`src/rtl/stmem_pkg.sv`:
```
package stmem_pkg;
  typedef enum logic [1:0] {
    SZ_BYTE = 2'd0,
    SZ_HALF = 2'd1,
    SZ_WORD = 2'd2
  } xfer_size_e;

  typedef enum logic [1:0] {
    PH_IDLE   = 2'd0,
    PH_SETUP  = 2'd1,
    PH_STROBE = 2'd2,
    PH_HOLD   = 2'd3
  } bus_phase_e;
endpackage

```
`src/rtl/stmem_sync.sv`:
```
module stmem_sync #(
  parameter int STAGES = 2
) (
  input  logic clk_i,
  input  logic rst_ni,
  input  logic d_i,
  output logic q_o
);
  logic [STAGES-1:0] chain_q;

  generate
    for (genvar s = 0; s < STAGES; s++) begin : g_stage
      if (s == 0) begin : g_first
        always_ff @(posedge clk_i or negedge rst_ni)
          if (!rst_ni) chain_q[0] <= 1'b0;
          else         chain_q[0] <= d_i;
      end else begin : g_next
        always_ff @(posedge clk_i or negedge rst_ni)
          if (!rst_ni) chain_q[s] <= 1'b0;
          else         chain_q[s] <= chain_q[s-1];
      end
    end
  endgenerate

  assign q_o = chain_q[STAGES-1];
endmodule

```
`src/rtl/stmem_lane_map.sv`:
```
module stmem_lane_map
  import stmem_pkg::*;
(
  input  logic        bus16_i,
  input  logic        we_i,
  input  logic        exact_i,
  input  xfer_size_e  size_i,
  input  logic [1:0]  alo_i,
  input  logic [3:0]  be_i,
  input  logic [31:0] wdata_i,
  input  logic        half_i,
  output logic [1:0]  alo_o,
  output logic [3:0]  bs_no,
  output logic [31:0] dq_o
);
  always_comb begin
    alo_o = 2'b00;
    bs_no = 4'b0000;
    dq_o  = wdata_i;
    if (!bus16_i) begin
      if (we_i) begin
        bs_no = ~be_i;
      end else if (exact_i) begin
        case (size_i)
          SZ_BYTE: begin
            alo_o = alo_i;
            bs_no = ~(4'b0001 << alo_i);
          end
          SZ_HALF: begin
            alo_o = {alo_i[1], 1'b0};
            bs_no = alo_i[1] ? 4'b0011 : 4'b1100;
          end
          default: ;
        endcase
      end
    end else begin
      alo_o = {half_i, 1'b0};
      dq_o  = {16'h0000, half_i ? wdata_i[31:16] : wdata_i[15:0]};
      if (we_i) begin
        bs_no = {2'b11, ~(half_i ? be_i[3:2] : be_i[1:0])};
      end else begin
        bs_no = 4'b1100;
        if (exact_i && size_i == SZ_BYTE) begin
          alo_o = {half_i, alo_i[0]};
          bs_no = {2'b11, alo_i[0] ? 2'b01 : 2'b10};
        end
      end
    end
  end
endmodule

```
`src/rtl/stmem_seq.sv`:
```
module stmem_seq
  import stmem_pkg::*;
#(
  parameter int SETUP_CYC  = 1,
  parameter int STROBE_CYC = 2,
  parameter int HOLD_CYC   = 1,
  parameter int TMO_CYC    = 255
) (
  input  logic       clk_i,
  input  logic       rst_ni,
  input  logic       start_i,
  input  logic       two_phase_i,
  input  logic       use_rdy_i,
  input  logic       rdy_i,
  output bus_phase_e phase_o,
  output logic       part_o,
  output logic       capture_o,
  output logic       done_o,
  output logic       err_o
);
  localparam int TMAX = (SETUP_CYC > STROBE_CYC)
                      ? ((SETUP_CYC > HOLD_CYC) ? SETUP_CYC : HOLD_CYC)
                      : ((STROBE_CYC > HOLD_CYC) ? STROBE_CYC : HOLD_CYC);
  localparam int TW = $clog2(TMAX + 1);
  localparam int WW = $clog2(TMO_CYC + 1);
  localparam logic [TW-1:0] SETUP_LAST  = TW'(SETUP_CYC - 1);
  localparam logic [TW-1:0] STROBE_LAST = TW'(STROBE_CYC - 1);
  localparam logic [TW-1:0] HOLD_LAST   = TW'(HOLD_CYC - 1);
  localparam logic [WW-1:0] WAIT_LAST   = WW'(TMO_CYC);

  bus_phase_e    ph_q;
  logic [TW-1:0] cnt_q;
  logic [WW-1:0] wcnt_q;
  logic          part_q, done_q, err_q;
  logic          min_met, go_on, tmo_hit;

  assign min_met = (ph_q == PH_STROBE) && (cnt_q == STROBE_LAST);
  assign go_on   = !use_rdy_i || rdy_i;
  assign tmo_hit = (wcnt_q == WAIT_LAST);

  always_ff @(posedge clk_i or negedge rst_ni) begin
    if (!rst_ni) begin
      ph_q   <= PH_IDLE;
      cnt_q  <= '0;
      wcnt_q <= '0;
      part_q <= 1'b0;
      done_q <= 1'b0;
      err_q  <= 1'b0;
    end else begin
      done_q <= 1'b0;
      case (ph_q)
        PH_IDLE: if (start_i) begin
          ph_q   <= PH_SETUP;
          cnt_q  <= '0;
          wcnt_q <= '0;
          part_q <= 1'b0;
          err_q  <= 1'b0;
        end
        PH_SETUP: begin
          if (cnt_q == SETUP_LAST) begin
            ph_q  <= PH_STROBE;
            cnt_q <= '0;
          end else cnt_q <= cnt_q + 1'b1;
        end
        PH_STROBE: begin
          if (!min_met) cnt_q <= cnt_q + 1'b1;
          else if (go_on) begin
            ph_q  <= PH_HOLD;
            cnt_q <= '0;
          end else if (tmo_hit) begin
            err_q <= 1'b1;
            ph_q  <= PH_HOLD;
            cnt_q <= '0;
          end else wcnt_q <= wcnt_q + 1'b1;
        end
        default: begin
          if (cnt_q == HOLD_LAST) begin
            cnt_q <= '0;
            if (two_phase_i && !part_q && !err_q) begin
              ph_q   <= PH_SETUP;
              part_q <= 1'b1;
              wcnt_q <= '0;
            end else begin
              ph_q   <= PH_IDLE;
              done_q <= 1'b1;
            end
          end else cnt_q <= cnt_q + 1'b1;
        end
      endcase
    end
  end

  assign phase_o   = ph_q;
  assign part_o    = part_q;
  assign capture_o = min_met && (go_on || tmo_hit);
  assign done_o    = done_q;
  assign err_o     = err_q;
endmodule

```
`src/rtl/stmem_ctrl.sv`:
```
module stmem_ctrl
  import stmem_pkg::*;
#(
  parameter int NUM_CS      = 2,
  parameter int AW          = 16,
  parameter int CS_LSB      = 12,
  parameter int SETUP_CYC   = 1,
  parameter int STROBE_CYC  = 2,
  parameter int HOLD_CYC    = 1,
  parameter int TMO_CYC     = 255,
  parameter int SYNC_STAGES = 2
) (
  input  logic              clk_i,
  input  logic              rst_ni,
  input  logic [NUM_CS-1:0] cfg_bus16_i,
  input  logic [NUM_CS-1:0] cfg_var_i,
  input  logic              cfg_exact_rd_i,
  input  logic              req_valid_i,
  output logic              req_ready_o,
  input  logic              req_we_i,
  input  logic [AW-1:0]     req_addr_i,
  input  logic [1:0]        req_size_i,
  input  logic [3:0]        req_be_i,
  input  logic [31:0]       req_wdata_i,
  output logic              rsp_valid_o,
  output logic [31:0]       rsp_rdata_o,
  output logic              rsp_err_o,
  output logic [NUM_CS-1:0] mem_cs_no,
  output logic              mem_oe_no,
  output logic              mem_we_no,
  output logic              mem_pwe_no,
  output logic [3:0]        mem_bs_no,
  output logic [AW-1:0]     mem_addr_o,
  output logic [31:0]       mem_dq_o,
  output logic              mem_dq_oe_o,
  input  logic [31:0]       mem_dq_i,
  input  logic              mem_rdy_i
);
  localparam int CSW = (NUM_CS > 1) ? $clog2(NUM_CS) : 1;

  bus_phase_e  phase;
  logic        part, capture, done, err, rdy_s;
  logic        accept, active, strobe;
  logic        r_we;
  logic [AW-1:0] r_addr;
  xfer_size_e  r_size;
  logic [3:0]  r_be;
  logic [31:0] r_wdata, rdata_q;
  logic [CSW-1:0] r_cs;
  logic [NUM_CS-1:0] cs_hit;
  logic        bus16, vdev, two_phase, half;
  logic [1:0]  alo;
  logic [3:0]  bs_n;
  logic [31:0] dq;

  assign req_ready_o = (phase == PH_IDLE);
  assign accept      = req_valid_i && req_ready_o;

  always_ff @(posedge clk_i or negedge rst_ni) begin
    if (!rst_ni) begin
      r_we    <= 1'b0;
      r_addr  <= '0;
      r_size  <= SZ_WORD;
      r_be    <= '0;
      r_wdata <= '0;
      r_cs    <= '0;
    end else if (accept) begin
      r_we    <= req_we_i;
      r_addr  <= req_addr_i;
      r_size  <= xfer_size_e'(req_size_i);
      r_be    <= req_be_i;
      r_wdata <= req_wdata_i;
      r_cs    <= req_addr_i[CS_LSB +: CSW];
    end
  end

  generate
    for (genvar i = 0; i < NUM_CS; i++) begin : g_cs
      assign cs_hit[i] = (r_cs == CSW'(i));
    end
  endgenerate

  assign bus16 = |(cs_hit & cfg_bus16_i);
  assign vdev  = |(cs_hit & cfg_var_i);

  // 16-bit path: word writes and non-exact or word reads take two halves
  assign two_phase = bus16 && (r_we ? (r_size == SZ_WORD)
                                    : (!cfg_exact_rd_i || r_size == SZ_WORD));
  assign half      = two_phase ? part : r_addr[1];

  stmem_sync #(.STAGES(SYNC_STAGES)) u_sync (
    .clk_i  (clk_i),
    .rst_ni (rst_ni),
    .d_i    (mem_rdy_i),
    .q_o    (rdy_s)
  );

  stmem_seq #(
    .SETUP_CYC  (SETUP_CYC),
    .STROBE_CYC (STROBE_CYC),
    .HOLD_CYC   (HOLD_CYC),
    .TMO_CYC    (TMO_CYC)
  ) u_seq (
    .clk_i       (clk_i),
    .rst_ni      (rst_ni),
    .start_i     (accept),
    .two_phase_i (two_phase),
    .use_rdy_i   (vdev),
    .rdy_i       (rdy_s),
    .phase_o     (phase),
    .part_o      (part),
    .capture_o   (capture),
    .done_o      (done),
    .err_o       (err)
  );

  stmem_lane_map u_lanes (
    .bus16_i (bus16),
    .we_i    (r_we),
    .exact_i (cfg_exact_rd_i),
    .size_i  (r_size),
    .alo_i   (r_addr[1:0]),
    .be_i    (r_be),
    .wdata_i (r_wdata),
    .half_i  (half),
    .alo_o   (alo),
    .bs_no   (bs_n),
    .dq_o    (dq)
  );

  always_ff @(posedge clk_i or negedge rst_ni) begin
    if (!rst_ni) rdata_q <= '0;
    else if (accept) rdata_q <= '0;
    else if (capture && !r_we) begin
      if (!bus16)    rdata_q         <= mem_dq_i;
      else if (half) rdata_q[31:16]  <= mem_dq_i[15:0];
      else           rdata_q[15:0]   <= mem_dq_i[15:0];
    end
  end

  assign active      = (phase != PH_IDLE);
  assign strobe      = (phase == PH_STROBE);
  assign mem_cs_no   = ~(cs_hit & {NUM_CS{active}});
  assign mem_oe_no   = ~(strobe && !r_we);
  assign mem_pwe_no  = ~(strobe && r_we && vdev);
  assign mem_we_no   = ~(strobe && r_we && !vdev);
  assign mem_bs_no   = active ? bs_n : 4'hF;
  assign mem_addr_o  = {r_addr[AW-1:2], alo};
  assign mem_dq_o    = dq;
  assign mem_dq_oe_o = active && r_we;

  assign rsp_valid_o = done;
  assign rsp_rdata_o = rdata_q;
  assign rsp_err_o   = done && err;
endmodule

```
`config.mk`:
```
export PLATFORM = sky130hd
export DESIGN_NAME = stmem_ctrl
export DESIGN_NICKNAME = d
export VERILOG_FILES = /design/src/rtl/stmem_pkg.sv /design/src/rtl/stmem_sync.sv /design/src/rtl/stmem_lane_map.sv /design/src/rtl/stmem_seq.sv /design/src/rtl/stmem_ctrl.sv
export SDC_FILE = /design/constraint.sdc
export NUM_CORES = 1
export LEC_CHECK = 0
export BUFFER_PORTS_ARGS = -buffer_cell sky130_fd_sc_hd__buf_4
export CAP_MARGIN = 20
export CORE_UTILIZATION = 40
export CTS_CLUSTER_DIAMETER = 100
export DETAILED_ROUTE_END_ITERATION = 7
export GPL_TIMING_DRIVEN = 0
export PLACE_DENSITY = 0.67
export SLEW_MARGIN = 5
export SYNTH_ARGS = -nofsm -noshare
export SYNTH_HDL_FRONTEND = slang
export SYNTH_SLANG_ARGS = --single-unit
export TNS_END_PERCENT = 50
```
`constraint.sdc`:
```
create_clock -name clk_i -period 2.7 [get_ports clk_i]
set_input_delay 0.135 -clock clk_i [delete_from_list [all_inputs] [get_ports clk_i]]
set_output_delay 0.135 -clock clk_i [all_outputs]
set_load 0.05 [all_outputs]
```
==> results of run 1 <==
[cell usage after synthesis, drive strengths merged (4+ instances only)]
master and number:
mux2i 22, nand3b 4, nand2 61, a21oi 18, nand2b 4, a221o 4, dfrtp 103, nor2 29
buf 23, ha 9, clkbuf 22, inv 10, nand3 19, and3 5, o21ai 31, mux2 55
a211oi 16, or2 4, and2 22
[cells by family (layout without fill, tap and decap cells)]
| family | Yosys count | after routing | synth area share |
|---|---|---|---|
| DFF | 104 | 104 | 0.495 |
| buffers and inverters | 55 | 260 | 0.0535 |
| AOI/OAI and AO/OA | 88 | 88 | 0.113 |
| muxes | 77 | 77 | 0.164 |
| and+or+nand+nor | 162 | 162 | 0.153 |
| adders and majority gates | 9 | 9 | 0.0214 |
[state kept, by name (all words and copies together), names as in the netlist]
name,cells
r_addr,16
r_be,4
r_size,2
r_wdata,32
r_we,1
rsp_rdata_o,32
u_seq.cnt_q,2
u_seq.done_o,1
u_seq.err_o,1
u_seq.part_o,1
u_seq.phase_o,2
u_seq.wcnt_q,8
u_sync.chain_q,1
u_sync.q_o,1
[worst max-delay path by stage]
| stage | endpoint | slack (ns) | depth (start not counted) |
|---|---|---|---|
| CTS | mem_addr_o[1] | 0.006 | 6 |
| global placement | rsp_rdata_o[22] | -0.03 | 8 |
| floorplan | mem_bs_no[3] | 0.16 | 3 |
| detailed placement | rsp_rdata_o[22] | -0.12 | 8 |
| global route | mem_dq_o[6] | -0.12 | 7 |
| finish | mem_dq_o[14] | 0.10 | 7 |
[per-stage QoR]
stage,hold slack [ns],setup TNS (ns),instances,worst slack [ns]
5_1_grt,0.00738,-1.19,872,-0.123
2_1_floorplan,-0.161,0,495,0.164
6_report,0.0121,0,872,0.100
4_1_cts,0.000599,0,872,0.00558
3_3_place_gp,0.246,-0.197,855,-0.0288
3_5_place_dp,0.190,-1.75,856,-0.116
[what timing repair did]
action,4_1_cts,5_1_grt
endpoints found under the hold margin,43,0
endpoints found under the setup margin,36,77
resized for setup,6,6
hold buffers,2,0
[cell type report]
type	count	share of cell area
inverter	10	0.00517
multi-input combinational	336	0.328
clock inverter	3	0.00930
buffer	45	0.0348
timing repair buffer	191	0.201
sequential	104	0.359
tap	172	0.0296
clock buffer	11	0.0334
[routing by layer]
| layer | vias up | GRT usage | routed length (µm) |
|---|---|---|---|
| met5 | - | 0 | 0 |
| met2 | 159 | 0.367 | 7200 |
| met3 | 20 | 0.0633 | 1080 |
| li1 | 2130 | - | - |
| met1 | 2194 | 0.279 | 6200 |
| met4 | 0 | 0.0903 | 282 |
[report_power, final]
part	switching [µW]	leakage, µW	internal [µW]	total [µW]
clock network	564	0.000148	828	1390
registers	426	0.00131	2230	2650
logic	4260	0.00206	2260	6520
[worst max-delay path, delay by kind of cell (launching register included)]
kind                   cells  cell delay [ns]
flip-flops                 1             0.55
AO/OA/AOI/OAI              2             0.51
buffers and inverters      2             0.63
AND/OR/NAND/NOR            3             0.42
==> flow_metrics.py, run 1 <==
metrics = {
    "layout": {
        "utilization": 0.571,
        "syn_to_final_growth_pct": 38.0,
        "layout_commonest_cell": "buf_4",
        "multi_input_area_um2": 2380,
        "register_area_um2": 2600,
        "final_cell_area_um2": 7260,
        "nets": 802,
        "drive_gt1_frac": 0.430,
        "mostFrequentLayoutCells": "buf_4 (202), dfrtp_1 (103), nand2_1 (61), mux2_2 (55)",
        "n_antenna_cell": 0,
        "fillers": 1160,
    },
    "worst_setup_path": {
        "crit_path_frequent_cell": "nand2_1",
        "cp_max_fo": 10,
        "worstPathRequired_ns": 2.57,
        "r2r_setup_slack_ns": 0.21,
        "setup.worst_path.start_class": "flip-flop",
        "arrival_ns": 2.46,
        "path_cells": "nor2b_1 -> o21ai_1 -> a21oi_2 -> buf_1 -> nand2_1 -> nand2_1 -> buf_4",
        "setup.worst_path.class": "flip-flop to output port",
        "r2r-start": "u_seq.phase_o[0]",
        "startpoint": "r_size[1]",
        "cp_slowest_cell": "dfstp_2",
        "setup.worst_path.end_class": "output port",
        "crit_path_max_incr_delay_ns": 0.55,
        "r2r_end": "r_wdata[25]",
        "ff2ff_path_depth": 7,
    },
    "min_path": {
        "hold_class": "input pin to flip-flop",
        "hold_path_depth": 3,
        "worstHoldStart": "req_addr_i[0]",
        "min_to": "r_addr[0]",
    },
    "timing": {
        "min_period_over_period": 0.963,
        "fin_skew_ns": 0.00663,
        "max_slew_margin": 0.576,
        "period_minus_slack_ns": 2.60,
        "setup_viol": 0,
        "fmax_mhz": 385,
        "rsz0062_at_grt": "yes",
        "tightest_slew_ns": 0.636,
        "drv_slew": 0,
        "hold_viol": 0,
    },
    "cts": {
        "clock_sinks": 104,
        "htree_levels": 3,
        "cts_buffer_depth": 2,
        "clk_latency_ns": 0.35,
        "post_cts_buffers": 0,
        "path_clk_slew_ns": 0.06,
        "root_buffer": "clkbuf_16",
        "cts_buffers": 9,
        "cts_tree": "yes",
    },
    "floorplanning": {
        "fp-row-count": 41,
        "pin_count": 189,
        "start_util": 0.414,
        "core_area_um2": 12700,
        "die_area_um2": 13600,
        "dieHeight_um": 117,
        "die_w_um": 117,
    },
    "logic_synthesis": {
        "yosysTopAreaCellShare": 0.490,
        "async_flop_share": 1.00,
        "synth.distinct_cells": 48,
        "yosysSeqAreaShare": 0.495,
        "synth_nets": 600,
        "synth_area_leaders": "dfrtp_1 (49%), mux2_2 (12%), nand2_1 (4.4%)",
        "syn_inst": 495,
        "synth_area_um2": 5260,
        "synth.avg_cell_area_um2": 10.6,
        "ys_ff_latch": 104,
        "synth_edf_count": 0,
        "yosysTopAreaCell": "dfrtp_1",
        "ys.warnings.count": 0,
        "dominantRegCellSynth": "dfrtp_1",
    },
    "drt": {
        "via_per_inst": 5.16,
        "wl_per_cell_um": 16.9,
        "vias": 4503,
        "drcViolationCount": 0,
        "antenna_left": 0,
        "first_iter_violations": 246,
        "wirelength_mm": 14.8,
        "first_pass_iters": 6,
    },
    "pwr": {
        "finalPower_uw": 10600,
        "p_per_area_nw_per_um2": 1460,
        "vdd_drop_max_mv": 0.958,
        "power_leakage_uw": 0.00351,
    },
    "outcome": {
        "outcome": "complete, no violations",
    },
    "global_route": {
        "grt_max_degree": 62,
        "antenna_found_initial": 0,
        "grt_util_all_layers": 0.224,
        "grt_first_pass_wirelength_mm": 23.2,
        "grt_overflow": 0,
        "grt_pass1_vias": 4517,
    },
    "placed_design": {
        "placed_cell_area_um2": 6920,
        "place.port_buffers": 188,
        "dp.final_hpwl_mm": 11.2,
        "gp_routability_congestion": 0.782,
    },
    "run": {
        "maxCapViolations": 0,
    },
}
Note: power is estimated with default switching activity, not from simulation.
==> inputs of run 2 (changes only) <==
- PLACE_DENSITY: 0.67 -> 0.7
==> flow_metrics.py, run 2 (same netlist as run 1, synthesis figures left out) <==
metrics = {
    "layout": {
        "syn_to_final_growth_pct": 38.2,
        "final_cell_area_um2": 7270,
        "drive_gt1_frac": 0.433,
        "layout_commonest_cell": "buf_4",
        "nets": 806,
        "mostFrequentLayoutCells": "buf_4 (205), dfrtp_1 (103), nand2_1 (61), mux2_2 (55), o21ai_0 (28)",
        "utilization": 0.572,
        "fillers": 1159,
        "n_antenna_cell": 0,
    },
    "timing": {
        "fmax_mhz": 393,
        "period_minus_slack_ns": 2.55,
        "hold_viol": 0,
        "min_period_over_period": 0.944,
        "setup_viol": 0,
        "fin_skew_ns": 0.00394,
        "tightest_slew_ns": 0.623,
        "drv_slew": 0,
        "hold_ws_ns": 0.0195,
        "rsz0062_at_grt": "no",
        "max_slew_margin": 0.585,
    },
    "drt": {
        "via_per_inst": 5.09,
        "antenna_left": 0,
        "wirelength_mm": 14.7,
        "wl_per_cell_um": 16.8,
        "first_pass_iters": 4,
        "drcViolationCount": 0,
        "first_iter_violations": 197,
        "vias": 4466,
    },
    "worst_setup_path": {
        "r2r_setup_slack_ns": 0.19,
        "setup.worst_path.end_class": "output port",
        "ff2ff_path_depth": 7,
        "cp_slowest_cell": "dfstp_2",
        "crit_path_frequent_cell": "nand2_1",
        "cp_max_fo": 10,
        "worstPathRequired_ns": 2.57,
        "crit_path_max_incr_delay_ns": 0.55,
        "crit_buf_inv": 2,
        "r2r-start": "u_seq.phase_o[0]",
        "r2r_end": "r_wdata[19]",
        "critical_path.top_delay_family": "buffers and inverters",
        "setup.worst_path.start_class": "flip-flop",
        "setup.worst_path.class": "flip-flop to output port",
        "arrival_ns": 2.41,
        "path_cells": "nor2b_1 -> o21ai_1 -> a21oi_2 -> clkbuf_1 -> nand2_1 -> nand2_1 -> buf_4",
        "path_depth": 7,
    },
    "pwr": {
        "power_leakage_uw": 0.00353,
        "p_per_area_nw_per_um2": 1440,
        "vdd_drop_max_mv": 0.903,
    },
    "floorplanning": {
        "die_area_um2": 13600,
        "pin_count": 189,
        "start_util": 0.414,
        "fp-row-count": 41,
        "die_w_um": 117,
        "dieHeight_um": 117,
        "core_area_um2": 12700,
    },
    "cts": {
        "cts_tree": "yes",
        "clock_sinks": 104,
        "clk_latency_ns": 0.34,
        "root_buffer": "clkbuf_16",
        "cts_buffers": 9,
        "path_clk_slew_ns": 0.07,
        "cts_buffer_depth": 2,
        "htree_levels": 3,
    },
    "global_route": {
        "grt_max_degree": 60,
        "grt_pass1_vias": 4555,
        "grt_first_pass_wirelength_mm": 23.2,
        "grt_util_all_layers": 0.225,
        "antenna_found_initial": 0,
        "grt_overflow": 0,
    },
    "placed_design": {
        "dp.final_hpwl_mm": 11.2,
        "place.port_buffers": 188,
        "placed_cell_area_um2": 6920,
        "gp_routability_congestion": 0.818,
    },
    "min_path": {
        "hold_path_depth": 2,
        "worstHoldStart": "req_wdata_i[20]",
        "min_to": "r_wdata[20]",
        "hold_class": "input pin to flip-flop",
    },
    "run": {
        "maxCapViolations": 0,
    },
    "outcome": {
        "outcome": "complete, no violations",
    },
}
## run 2: metrics by stage
step                TNS [ns]  setup slack [ns]  power (µW)  instances
floorplan                  0             0.164        7280        495
global placement      -0.589           -0.0703        9060        855
detailed placement     -2.48            -0.175        9190        856
CTS                        0            0.0397       10500        874
global route               0           0.00730       11100        877
finish                     0             0.152       10500        877
## run 2: final cells by class
cell class	count	area, µm²	share of cell area
Sequential cell	104	2600	0.358
Multi-Input combinational cell	336	2390	0.328
Timing Repair Buffer	195	1490	0.205
Buffer	45	251	0.0346
Clock buffer	11	243	0.0334
Tap cell	172	215	0.0296
Clock inverter	4	45.0	0.00619
Inverter	10	37.5	0.00516
## run 2: routing by layer
layer  up-vias  track usage  share of wire
met5         -            0              0
met4         0       0.0819          0.022
met3        24       0.0752          0.077
met2       149        0.368           0.48
met1      2156        0.278           0.42
li1       2137            -              -
## run 2: timing repair
action                                  4_1_cts  5_1_grt
resized for setup                             6        5
endpoints found under the setup margin       44       16
setup buffers                                 0        3
hold buffers                                  3        0
cloned                                        0        0
pin swaps                                     0        0
hold endpoints to repair                     46        0
## run 2: worst max-delay path by stage
stage / from / slack [ns] / end
2_1_floorplan: r_we / 0.16 / mem_bs_no[3]
3_3_place_gp: u_seq.phase_o[0] / -0.07 / rsp_rdata_o[22]
3_5_place_dp: u_seq.phase_o[0] / -0.17 / rsp_rdata_o[20]
4_1_cts: r_addr[12] / 0.04 / mem_addr_o[1]
5_1_grt: r_size[1] / 0.007 / mem_dq_o[11]
6_report: r_size[1] / 0.15 / mem_dq_o[11]
## run 2: power breakdown
part           total (µW)  switching, µW  leakage (µW)  internal, µW
registers            2650            427       0.00131          2230
clock network        1290            555      0.000145           735
logic                6520           4250       0.00207          2280
total               10500           5230       0.00353          5240
==> inputs of run 3 (changes only) <==
- HOLD_SLACK_MARGIN: default -> 0.15
==> flow_metrics.py, run 3 (same netlist as run 1, synthesis figures left out) <==
metrics = {
    "outcome": {
        "outcome": "complete, no violations",
    },
    "worst_setup_path": {
        "setup.worst_path.class": "flip-flop to output port",
        "cp_max_fo": 10,
        "path_depth": 7,
        "r2r_end": "r_wdata[13]",
        "setup.worst_path.start_class": "flip-flop",
        "arrival_ns": 2.38,
        "critical_path.top_delay_family": "buffers and inverters",
        "ff2ff_path_depth": 7,
        "worstPathRequired_ns": 2.57,
        "crit_buf_inv": 2,
        "setup.worst_path.end_class": "output port",
        "crit_path_max_incr_delay_ns": 0.55,
        "cp_slowest_cell": "dfstp_2",
        "path_cells": "nor2b_1 -> o21ai_1 -> a21oi_2 -> clkbuf_1 -> nand2_1 -> nand2_1 -> buf_4",
        "r2r_setup_slack_ns": 0.21,
        "r2r-start": "u_seq.phase_o[0]",
        "crit_path_frequent_cell": "nand2_1",
    },
    "floorplanning": {
        "dieHeight_um": 117,
        "die_area_um2": 13600,
        "pin_count": 189,
        "start_util": 0.414,
        "fp-row-count": 41,
        "die_w_um": 117,
        "core_area_um2": 12700,
    },
    "drt": {
        "drcViolationCount": 0,
        "wl_per_cell_um": 16.8,
        "wirelength_mm": 16.0,
        "antenna_left": 0,
        "via_per_inst": 5.09,
        "first_iter_violations": 192,
        "vias": 4842,
        "first_pass_iters": 5,
    },
    "global_route": {
        "antenna_found_initial": 0,
        "grt_util_all_layers": 0.244,
        "grt_first_pass_wirelength_mm": 25.3,
        "grt_pass1_vias": 5068,
        "grt_overflow": 0,
        "grt_max_degree": 60,
    },
    "layout": {
        "final_cell_area_um2": 8030,
        "register_area_um2": 2600,
        "mostFrequentLayoutCells": "buf_4 (205), dfrtp_1 (103), dlygate4sd3_1 (78), nand2_1 (61), mux2_2 (55)",
        "syn_to_final_growth_pct": 52.5,
        "nets": 881,
        "layout_commonest_cell": "buf_4",
        "drive_gt1_frac": 0.392,
        "n_antenna_cell": 0,
        "fin_cells": 952,
        "multi_input_area_um2": 2390,
        "fillers": 1049,
    },
    "timing": {
        "setup_viol": 0,
        "period_minus_slack_ns": 2.51,
        "drv_slew": 0,
        "tightest_slew_ns": 0.627,
        "hold_viol": 0,
        "fin_skew_ns": 0.00422,
        "rsz0062_at_grt": "yes",
        "fmax_mhz": 398,
        "max_slew_margin": 0.582,
        "setup_ws_ns": 0.187,
        "min_period_over_period": 0.931,
    },
    "pwr": {
        "power_switching_share": 0.500,
        "combPwrFrac": 0.628,
        "power_leakage_uw": 0.00384,
        "vdd_drop_max_mv": 0.865,
        "clock_power_share": 0.122,
        "p_int_uw": 5310,
        "finalPower_uw": 10600,
        "p_per_area_nw_per_um2": 1320,
        "seqPwrFrac": 0.251,
        "switchingPower_uw": 5310,
    },
    "placed_design": {
        "post-place-ws_ns": -0.175,
        "place.port_buffers": 188,
        "placed_cells": 856,
        "placed_cell_area_um2": 6920,
        "gp_routability_congestion": 0.818,
        "dp.final_hpwl_mm": 11.2,
    },
    "cts": {
        "clk_latency_ns": 0.34,
        "cts_buffers": 9,
        "htree_levels": 3,
        "cts_tree": "yes",
        "root_buffer": "clkbuf_16",
        "path_clk_slew_ns": 0.06,
        "clock_sinks": 104,
        "cts_buffer_depth": 2,
    },
    "min_path": {
        "hold_path_depth": 3,
        "min_to": "rsp_rdata_o[20]",
        "worstHoldStart": "mem_dq_i[20]",
        "hold_class": "input pin to flip-flop",
    },
    "run": {
        "maxCapViolations": 0,
    },
}
run 3: per-layer routing:
layer | share of wire | vias to the layer above | GRT usage
met5 | 0 | - | 0
met3 | 0.059 | 36 | 0.0592
li1 | - | 2284 | -
met2 | 0.50 | 164 | 0.411
met4 | 0.027 | 0 | 0.101
met1 | 0.41 | 2358 | 0.299
run 3: how the worst max path moves through the flow:
stage,startpoint,to
global placement,u_seq.phase_o[0],rsp_rdata_o[22]
floorplan,r_we,mem_bs_no[3]
detailed placement,u_seq.phase_o[0],rsp_rdata_o[20]
CTS,r_addr[12],mem_addr_o[1]
global route,r_size[1],mem_dq_o[6]
finish,r_size[1],mem_dq_o[6]
run 3: layout make-up:
type | count | area share
repair buffers | 270 | 0.279
multi-input cells | 336 | 0.297
inverters | 10 | 0.00468
clock buffers | 11 | 0.0302
plain buffers | 45 | 0.0315
well taps | 172 | 0.0268
clock inverters | 4 | 0.00561
flip-flops and latches | 104 | 0.324
run 3: power groups by stage:
stage | registers (µW) | clock network (µW) | logic, µW
CTS | 2650 | 1330 | 6640
global placement | 2640 | 0 | 6430
floorplan | 3170 | 0 | 4110
detailed placement | 2680 | 0 | 6510
global route | 2750 | 1390 | 7060
finish | 2670 | 1290 | 6670
run 3: worst min-delay path, delay by kind of cell:
| kind | cells | cell delay [ns] |
|---|---|---|
| multiplexers | 1 | 0.12 |
| buffers and inverters | 1 | 0.11 |
| AO/OA/AOI/OAI | 1 | 0.09 |
run 3: per-stage QoR:
step	setup TNS, ns	utilization	hold slack, ns
after global routing	-0.00146	0.631	0.159
after CTS	0	0.629	0.151
final	0	0.631	0.161
after detailed placement	-2.48	0.544	0.197
after global placement	-0.589	0.542	0.247
after floorplan	0	-	-0.161
run 3: what timing repair did:
action | 4_1_cts | 5_1_grt
endpoints found under the hold margin | 123 | 0
hold buffers | 78 | 0
gates resized for setup | 6 | 8
setup endpoints to repair | 44 | 31
setup buffers | 0 | 3
